[config.mk]
export PLATFORM = sky130hd
export DESIGN_NAME = ivid_timing_gen
export DESIGN_NICKNAME = d
export VERILOG_FILES = /design/src/rtl/ivt_pkg.sv /design/src/rtl/ivt_pixel_ctr.sv /design/src/rtl/ivt_line_seq.sv /design/src/rtl/ivid_timing_gen.sv
export SDC_FILE = /design/constraint.sdc
export NUM_CORES = 1
export LEC_CHECK = 0
export BUFFER_PORTS_ARGS = -buffer_cell sky130_fd_sc_hd__buf_2
export CELL_PAD_IN_SITES_DETAIL_PLACEMENT = 1
export CELL_PAD_IN_SITES_GLOBAL_PLACEMENT = 1
export CORE_ASPECT_RATIO = 1.1
export CORE_MARGIN = 3
export CORE_UTILIZATION = 43
export DETAILED_ROUTE_END_ITERATION = 12
export GPL_ROUTABILITY_DRIVEN = 0
export PLACE_DENSITY = 0.95
export SLEW_MARGIN = 30
export SYNTH_ARGS = -nofsm -noshare
export SYNTH_HDL_FRONTEND = slang
export SYNTH_HIERARCHICAL = 1
export SYNTH_SLANG_ARGS = --single-unit
[constraint.sdc]
create_clock -name clk -period 4.8 [get_ports clk]
set_input_delay 0.96 -clock clk [delete_from_list [all_inputs] [get_ports clk]]
set_output_delay 0.96 -clock clk [all_outputs]
set_load 0.02 [all_outputs]
[src/rtl/ivt_pkg.sv]
package ivt_pkg;

   typedef enum logic {
      FLD_ZERO = 1'b0,
      FLD_ONE  = 1'b1
   } ivt_field_e;

   function automatic logic in_span(input int unsigned pos,
                                    input int unsigned first,
                                    input int unsigned len);
      return (pos >= first) && (pos < first + len);
   endfunction

endpackage

[src/rtl/ivt_pixel_ctr.sv]
module ivt_pixel_ctr #(
   parameter int unsigned TOTAL = 2640,
   parameter int unsigned CW    = 12
) (
   input  logic          clk,
   input  logic          rst,
   input  logic          en,
   output logic [CW-1:0] pos,
   output logic          wrap
);
   localparam logic [CW-1:0] LAST = CW'(TOTAL - 1);

   assign wrap = en && (pos == LAST);

   always_ff @(posedge clk) begin
      if (rst)
         pos <= '0;
      else if (wrap)
         pos <= '0;
      else if (en)
         pos <= pos + 1'b1;
   end
endmodule

[src/rtl/ivt_line_seq.sv]
module ivt_line_seq
   import ivt_pkg::*;
#(
   parameter int unsigned V_ACTIVE = 540,
   parameter int unsigned F0_FP    = 2,
   parameter int unsigned F0_SYNC  = 5,
   parameter int unsigned F0_BP    = 15,
   parameter int unsigned F1_FP    = 3,
   parameter int unsigned F1_SYNC  = 5,
   parameter int unsigned F1_BP    = 15,
   parameter int unsigned CW       = 10
) (
   input  logic          clk,
   input  logic          rst,
   input  logic          adv,
   output logic [CW-1:0] line,
   output ivt_field_e    fset,
   output logic          vwin
);
   localparam int unsigned FP_OF   [2] = '{F0_FP, F1_FP};
   localparam int unsigned SYNC_OF [2] = '{F0_SYNC, F1_SYNC};
   localparam int unsigned TOTAL_OF[2] = '{V_ACTIVE + F0_FP + F0_SYNC + F0_BP,
                                          V_ACTIVE + F1_FP + F1_SYNC + F1_BP};

   int unsigned cur_fp, cur_sync, cur_total;
   logic        field_end;

   always_comb begin
      cur_fp    = FP_OF[fset];
      cur_sync  = SYNC_OF[fset];
      cur_total = TOTAL_OF[fset];
   end

   assign field_end = (int'(line) == int'(cur_total) - 1);
   assign vwin      = in_span(int'(line), V_ACTIVE + cur_fp, cur_sync);

   always_ff @(posedge clk) begin
      if (rst) begin
         line <= '0;
         fset <= FLD_ZERO;
      end else if (adv) begin
         if (field_end) begin
            line <= '0;
            fset <= (fset == FLD_ZERO) ? FLD_ONE : FLD_ZERO;
         end else begin
            line <= line + 1'b1;
         end
      end
   end
endmodule

[src/rtl/ivid_timing_gen.sv]
module ivid_timing_gen
   import ivt_pkg::*;
#(
   parameter int unsigned H_ACTIVE = 1920,
   parameter int unsigned H_FP     = 528,
   parameter int unsigned H_SYNC   = 44,
   parameter int unsigned H_BP     = 148,
   parameter int unsigned V_ACTIVE = 540,
   parameter int unsigned F0_FP    = 2,
   parameter int unsigned F0_SYNC  = 5,
   parameter int unsigned F0_BP    = 15,
   parameter int unsigned F1_FP    = 3,
   parameter int unsigned F1_SYNC  = 5,
   parameter int unsigned F1_BP    = 15,
   parameter bit          HS_POL   = 1'b1,
   parameter bit          VS_POL   = 1'b1,
   parameter int unsigned HCW      = 12,
   parameter int unsigned VCW      = 10
) (
   input  logic           clk,
   input  logic           rst,
   input  logic           en,
   output logic           hsync,
   output logic           vsync,
   output logic           de,
   output logic           field,
   output logic [HCW-1:0] hcount,
   output logic [VCW-1:0] vcount
);
   localparam int unsigned H_TOTAL  = H_ACTIVE + H_FP + H_SYNC + H_BP;
   localparam int unsigned F0_TOTAL = V_ACTIVE + F0_FP + F0_SYNC + F0_BP;
   localparam int unsigned F1_TOTAL = V_ACTIVE + F1_FP + F1_SYNC + F1_BP;
   localparam int unsigned V_MAX    = (F0_TOTAL > F1_TOTAL) ? F0_TOTAL : F1_TOTAL;

   generate
      if (H_ACTIVE == 0 || H_SYNC == 0 || V_ACTIVE == 0) begin : g_bad_active
         $error("ivid_timing_gen: active widths and hsync width must be nonzero");
      end
      if (F0_SYNC == 0 || F1_SYNC == 0) begin : g_bad_vsync
         $error("ivid_timing_gen: vsync width must be nonzero in both fields");
      end
      if ((64'd1 << HCW) < H_TOTAL) begin : g_bad_hcw
         $error("ivid_timing_gen: HCW too narrow for line length");
      end
      if ((64'd1 << VCW) < V_MAX) begin : g_bad_vcw
         $error("ivid_timing_gen: VCW too narrow for field length");
      end
   endgenerate

   logic       line_adv;
   logic       hwin, vwin;
   ivt_field_e fset;

   ivt_pixel_ctr #(
      .TOTAL (H_TOTAL),
      .CW    (HCW)
   ) i_pix (
      .clk  (clk),
      .rst  (rst),
      .en   (en),
      .pos  (hcount),
      .wrap (line_adv)
   );

   ivt_line_seq #(
      .V_ACTIVE (V_ACTIVE),
      .F0_FP    (F0_FP),
      .F0_SYNC  (F0_SYNC),
      .F0_BP    (F0_BP),
      .F1_FP    (F1_FP),
      .F1_SYNC  (F1_SYNC),
      .F1_BP    (F1_BP),
      .CW       (VCW)
   ) i_line (
      .clk  (clk),
      .rst  (rst),
      .adv  (line_adv),
      .line (vcount),
      .fset (fset),
      .vwin (vwin)
   );

   assign hwin  = in_span(int'(hcount), H_ACTIVE + H_FP, H_SYNC);
   assign de    = (int'(hcount) < H_ACTIVE) && (int'(vcount) < V_ACTIVE);
   assign field = (int'(vcount) < V_ACTIVE) ? fset : ~fset;

   generate
      if (HS_POL) begin : g_hs_high
         assign hsync = hwin;
      end else begin : g_hs_low
         assign hsync = ~hwin;
      end
      if (VS_POL) begin : g_vs_high
         assign vsync = vwin;
      end else begin : g_vs_low
         assign vsync = ~vwin;
      end
   endgenerate
endmodule

# Word level (Yosys, flattened, before mapping)
# Cells that the tools add are included.
[op_classes]
n_reduce_logical = 6
bitwise_logic = 2
n_mux = 11
eq_ne = 2
addsub = 5
order_cmp = 7
[op_table]
columns = ["cell", "count"]
rows = [
  ["2-to-1 mux 32 bit", 6],
  ["adder 10 x 32 -> 32 bit (first input constant)", 1],
  ["adder 32 bit", 1],
  ["equality test 11 x 32 -> 1 bit", 1],
  [">= comparator 10 x 32 -> 1 bit", 1],
  ["< comparator 10 x 32 -> 1 bit", 1],
  ["subtractor 32 x 2 -> 32 bit (second input constant)", 1],
  ["adder 12 x 1 -> 12 bit (second input constant)", 1],
  ["equality test 12 bit (second input constant)", 1],
  [">= comparator 12 bit (second input constant)", 1],
  ["< comparator 12 x 11 -> 1 bit (second input constant)", 1],
  ["< comparator 12 bit (second input constant)", 1],
  ["adder 10 x 1 -> 10 bit (second input constant)", 1],
  ["< comparator 10 bit (second input constant)", 1],
  ["2-to-1 mux 10 bit", 1],
  ["logical AND 1 bit", 4],
  ["2-to-1 mux 1 bit", 4],
  [">= comparator 2 bit (second input constant)", 1],
  ["inverter 1 -> 2 bit", 1],
  ["AND reduction 2 bit", 1],
  ["OR reduction 2 bit", 1],
  ["inverter 1 bit", 1],
]
[word_totals]
register_bits = 23
wordCells = 36
input_bits = 3
output_inout_bits = 26

# Depth between registers and ports, before layout
[logic_depth]
word_depth = 8
mapped_depth = 9
mapped_depth_nobuf = 8

# Cells and area by module
# Netlist, hierarchy kept.
[by_module_without_submodules]
columns = ["module", "seq_area_each_um2", "instances", "cells_each", "area_each_um2"]
rows = [
  ["ivt_line_seq", 220.2, 1, 70, 626.9],
  ["ivt_pixel_ctr", 240.2, 1, 59, 570.5],
  ["ivid_timing_gen", 0.0, 1, 9, 82.6],
]

# Least setup slack after synthesis
# OpenSTA, ideal clock, no wires.
[synth_timing]
kind = "flip-flop to output port"
startpoint = "register i_line.line[1]"
endpoint = "output vsync"
arrival_time_ns = 1.635
stages_incl_launch_ff = 6
setup_slack_ns = 2.205
path_buffers = 0
t_required_ns = 3.840
cell_sequence = "dfxtp_1 ha_1 nor2b_1 o21ai_0 nand3_1 a21boi_0"
[synth_via]
elab_chain_cells = 2
word_cells_on_any_way = 3
classes_between = "order compare (2); reduce/logical (1)"
[synth_lines]
columns = ["item", "line_no", "text"]
rows = [
  ["start: declaration", "ivt_line_seq.sv:16", "output logic [CW-1:0] line,"],
  ["start signal: assignment", "ivt_line_seq.sv:46", "line <= line + 1'b1;"],
  [">= comparator 10 x 32 -> 1 bit or < comparator 10 x 32 -> 1 bit (tied branches)", "ivt_pkg.sv:11", "return (pos >= first) && (pos < first + len);"],
  ["logical AND 1 bit *", "ivt_pkg.sv:11", ""],
  ["end: declaration", "ivid_timing_gen.sv:24", "output logic vsync,"],
]
# Every way passes the cells marked *; elsewhere a longest branch is shown, timed or not.

# Final worst setup path
# Same ends and word-level chain as after synthesis.

==> results_dict.tcl <==
set metrics [dict create \
    pin_count 29 \
    synth_xor_area_frac 0.1437 \
    synth_area_leader_cell "dfxtp_1" \
    tritoncts "built" \
    start_util 0.4567 \
    skew_ps 8.434 \
    ir_worst_vdd_uv 158.5 \
    p_leak_nw 0.6320 \
    synth_top_family_by_area "simple AND/OR/NAND/NOR gates" \
    cts.reportedPaths.clkPinSlew_ps 130 \
    syn_area_sq_um 1280 \
    cp_max_fo 6 \
    portBuffers 28 \
    grt_max_degree 14 \
    htreeDepth 1 \
    status "finished clean" \
    rrSetupSlack_ps 2600 \
    end_kind "output port" \
    reg2reg_to "i_line/line[9]$_SDFFE_PP0P_" \
    critical_path_arrival_ps 1810 \
    synth_mux_area_frac 0.007820 \
    start_kind "register" \
    rsz0062_at_grt "no" \
    worstPathCellList "ha_1 -> nor2b_1 -> o21ai_0 -> nand3_1 -> a21boi_0 -> buf_2" \
    synth_seq_cells 23 \
    cts_hold_buf 0 \
    n_fill_cell 351 \
    timing.fmax_ghz 0.3605 \
    row_count 20 \
    netlist_instances 138 \
    worstPathRequired_ps 3840 \
    hold_path_end "i_pix/pos[1]$_SDFFE_PP0P_" \
    clock_sinks 23 \
    ant_nets 0 \
    hold_path.startpoint "i_pix/pos[1]$_SDFFE_PP0P_" \
    slew_viol_final 0 \
    layout-drive-gt1-share 0.2651 \
    powerDensity_nw_per_um2 205.7 \
    cts_resized 0 \
    synth_top_cell_area_share 0.3597 \
    syn_area_per_cell_sq_um 9.275 \
    antenna_found_initial 0 \
    grt_remaining_overflow 0 \
    die_y_um 63.22 \
    drv_cap 0 \
    cts_max_path_buffers 2 \
    critPathSlowestCell "dfxtp_1" \
    core-area_sq_um 2803 \
    worst_pin_slew_ps 495.8 \
    die_w_um 58.02 \
    n_antenna_cell 0 \
    first_pass_iters 4 \
    syn_nets 147 \
    detail_route.wl_per_cell_um 15.40 \
    fin_crit_sh 0.5779 \
    grt_use_total 0.1786 \
    worstHoldPathCells 2 \
    min_path_type "register to register" \
    crit_start "i_line/line[1]$_SDFFE_PP0P_" \
    synth_simple_gate_area_frac 0.3177 \
    worstSetupPathType "register to output port" \
    via_per_inst 5.533 \
    drt_iter0_drc 64 \
    fin_ws_ps 2026 \
    place_hpwl_mm 2.446 \
    grt_pass1_wl_mm 5.133 \
    placed_cells 195 \
    synth_compound_area_frac 0.07625 \
    via_count 1101 \
    wl_mm 3.064 \
    hold_ws_ps 593.5 \
    hold_viol_final 0 \
    synth_fa_ha_area_frac 0.05865 \
    grt_pass1_vias 1127 \
    seq_area_frac_synth 0.3597 \
    synth_warnings 6 \
    finalSetupViolCount 0 \
    tns_ps 0 \
    nets 176 \
    fin_crit_ps 2774 \
    relSlewSlack 0.6665 \
    place_worst_setup_slack_ps 2076 \
    cts_made_buffers 3 \
    postCtsSetupBuffers 0 \
    slowest_delay_ps 480 \
    r2r-start "i_pix/pos[0]$_SDFFE_PP0P_" \
    synth_area_leaders "dfxtp_1 36%, xor2_1 9.6%, nor2_1 7.0%, ha_1 5.9%, xnor2_1 4.8%" \
    root_buffer "clkbuf_4" \
    drc 0 \
    power_mw 0.2983 \
    yosysUniqueCellTypes 33 \
    stdcell_count 199 \
    syn_to_final_growth_pct 13.29 \
    insertion_delay_ps 310 \
    reg2reg_depth 8 \
    fp.dieArea_sq_um 3668 \
]
worst max-delay path: cells and delay by family (launching register included):
| family | cells | cell delay [ps] |
|---|---|---|
| adders and majority gates | 1 | 290 |
| AOI/OAI and AO/OA | 2 | 340 |
| buffers and inverters | 1 | 190 |
| DFF | 1 | 480 |
| and+or+nand+nor | 2 | 210 |
layer usage:
layer,vias to the layer above,share of wire,global-route usage
li1,535,-,-
met1,525,0.41,0.2018
met2,33,0.52,0.3136
met3,8,0.042,0.02869
met4,0,0.024,0.09275
met5,-,0,0
registers in the layout, indices dropped and copies added (netlist names):
signal / count
i_pix/pos: 12
i_line/line: 10
i_line/fset: 1
cell usage after synthesis:
cell       count
a21boi_0       2
a21oi_1        3
a41o_2         1
a41oi_2        1
and3_1         4
and4_1         3
and4bb_2       1
buf_2          1
buf_6          3
dfxtp_1       23
ha_1           6
inv_1          2
mux2i_1        1
nand2_1        7
nand2_4        1
nand2b_1       3
nand3_1        9
nand4_1        7
nand4_2        1
nor2_1        24
nor2_2         3
nor2b_1        2
nor3_2         1
nor4_1         1
nor4b_1        1
nor4b_2        1
nor4b_4        1
o2111ai_1      1
o21ai_0        1
o21bai_1       1
o21bai_4       1
xnor2_1        7
xor2_1        14
cell usage in the layout, fill, tap and decap left out, types with 3 or more instances in the layout:
cell / Yosys / layout
nor2_1: 24 / 24
and4_1: 3 / 3
nor2_2: 3 / 3
nand2b_1: 3 / 3
and3_1: 4 / 4
clkbuf_4: 0 / 3
buf_2: 1 / 28
xnor2_1: 7 / 7
nand4_1: 7 / 7
nand2_1: 7 / 7
ha_1: 6 / 6
a21oi_1: 3 / 3
dfxtp_1: 23 / 23
xor2_1: 14 / 14
nand3_1: 9 / 9
area by class of cell:
| class | instances | area (sq um) | area share |
|---|---|---|---|
| clock buffer | 3 | 22.52 | 0.01553 |
| multi-input combinational | 109 | 773.2 | 0.5332 |
| inverter | 2 | 7.507 | 0.005177 |
| clock inverter | 1 | 5.005 | 0.003451 |
| tap | 33 | 41.29 | 0.02847 |
| sequential | 23 | 460.4 | 0.3175 |
| timing repair buffer | 28 | 140.1 | 0.09663 |
stage by stage:
stage          cell area, sq um    util
6_report                   1450  0.5174
2_1_floorplan              1280       -
3_3_place_gp               1423  0.5076
5_1_grt                    1450  0.5174
4_1_cts                    1450  0.5174
3_5_place_dp               1423  0.5076
power breakdown:
group | switching [mW] | leakage (nW) | total, mW | internal [mW]
Sequential | 0.00213 | 0.186 | 0.195 | 0.193
Combinational | 0.00906 | 0.429 | 0.0145 | 0.00543
Clock | 0.0579 | 0.0177 | 0.0890 | 0.0311
Total | 0.0690 | 0.632 | 0.298 | 0.229
cells by family (layout without fill, tap and decap cells):
family | after synthesis | count (layout)
simple gates | 70 | 70
flops | 23 | 23
xor+xnor | 21 | 21
compound gates | 11 | 11
fa+ha+maj | 6 | 6
buf+inv | 6 | 34
mux | 1 | 1
worst max path at each step:
stage                                              to  slack (ps)  cells past startpoint
after floorplan                                 vsync        2200                      5
after global placement    i_line/line[9]$_SDFFE_PP0P_        2210                      8
after detailed placement  i_line/line[9]$_SDFFE_PP0P_        2080                      8
after CTS                                       vsync        1990                      6
after global routing                            vsync        1870                      6
final                                           vsync        2030                      6
(Power assumes the default switching activity.)
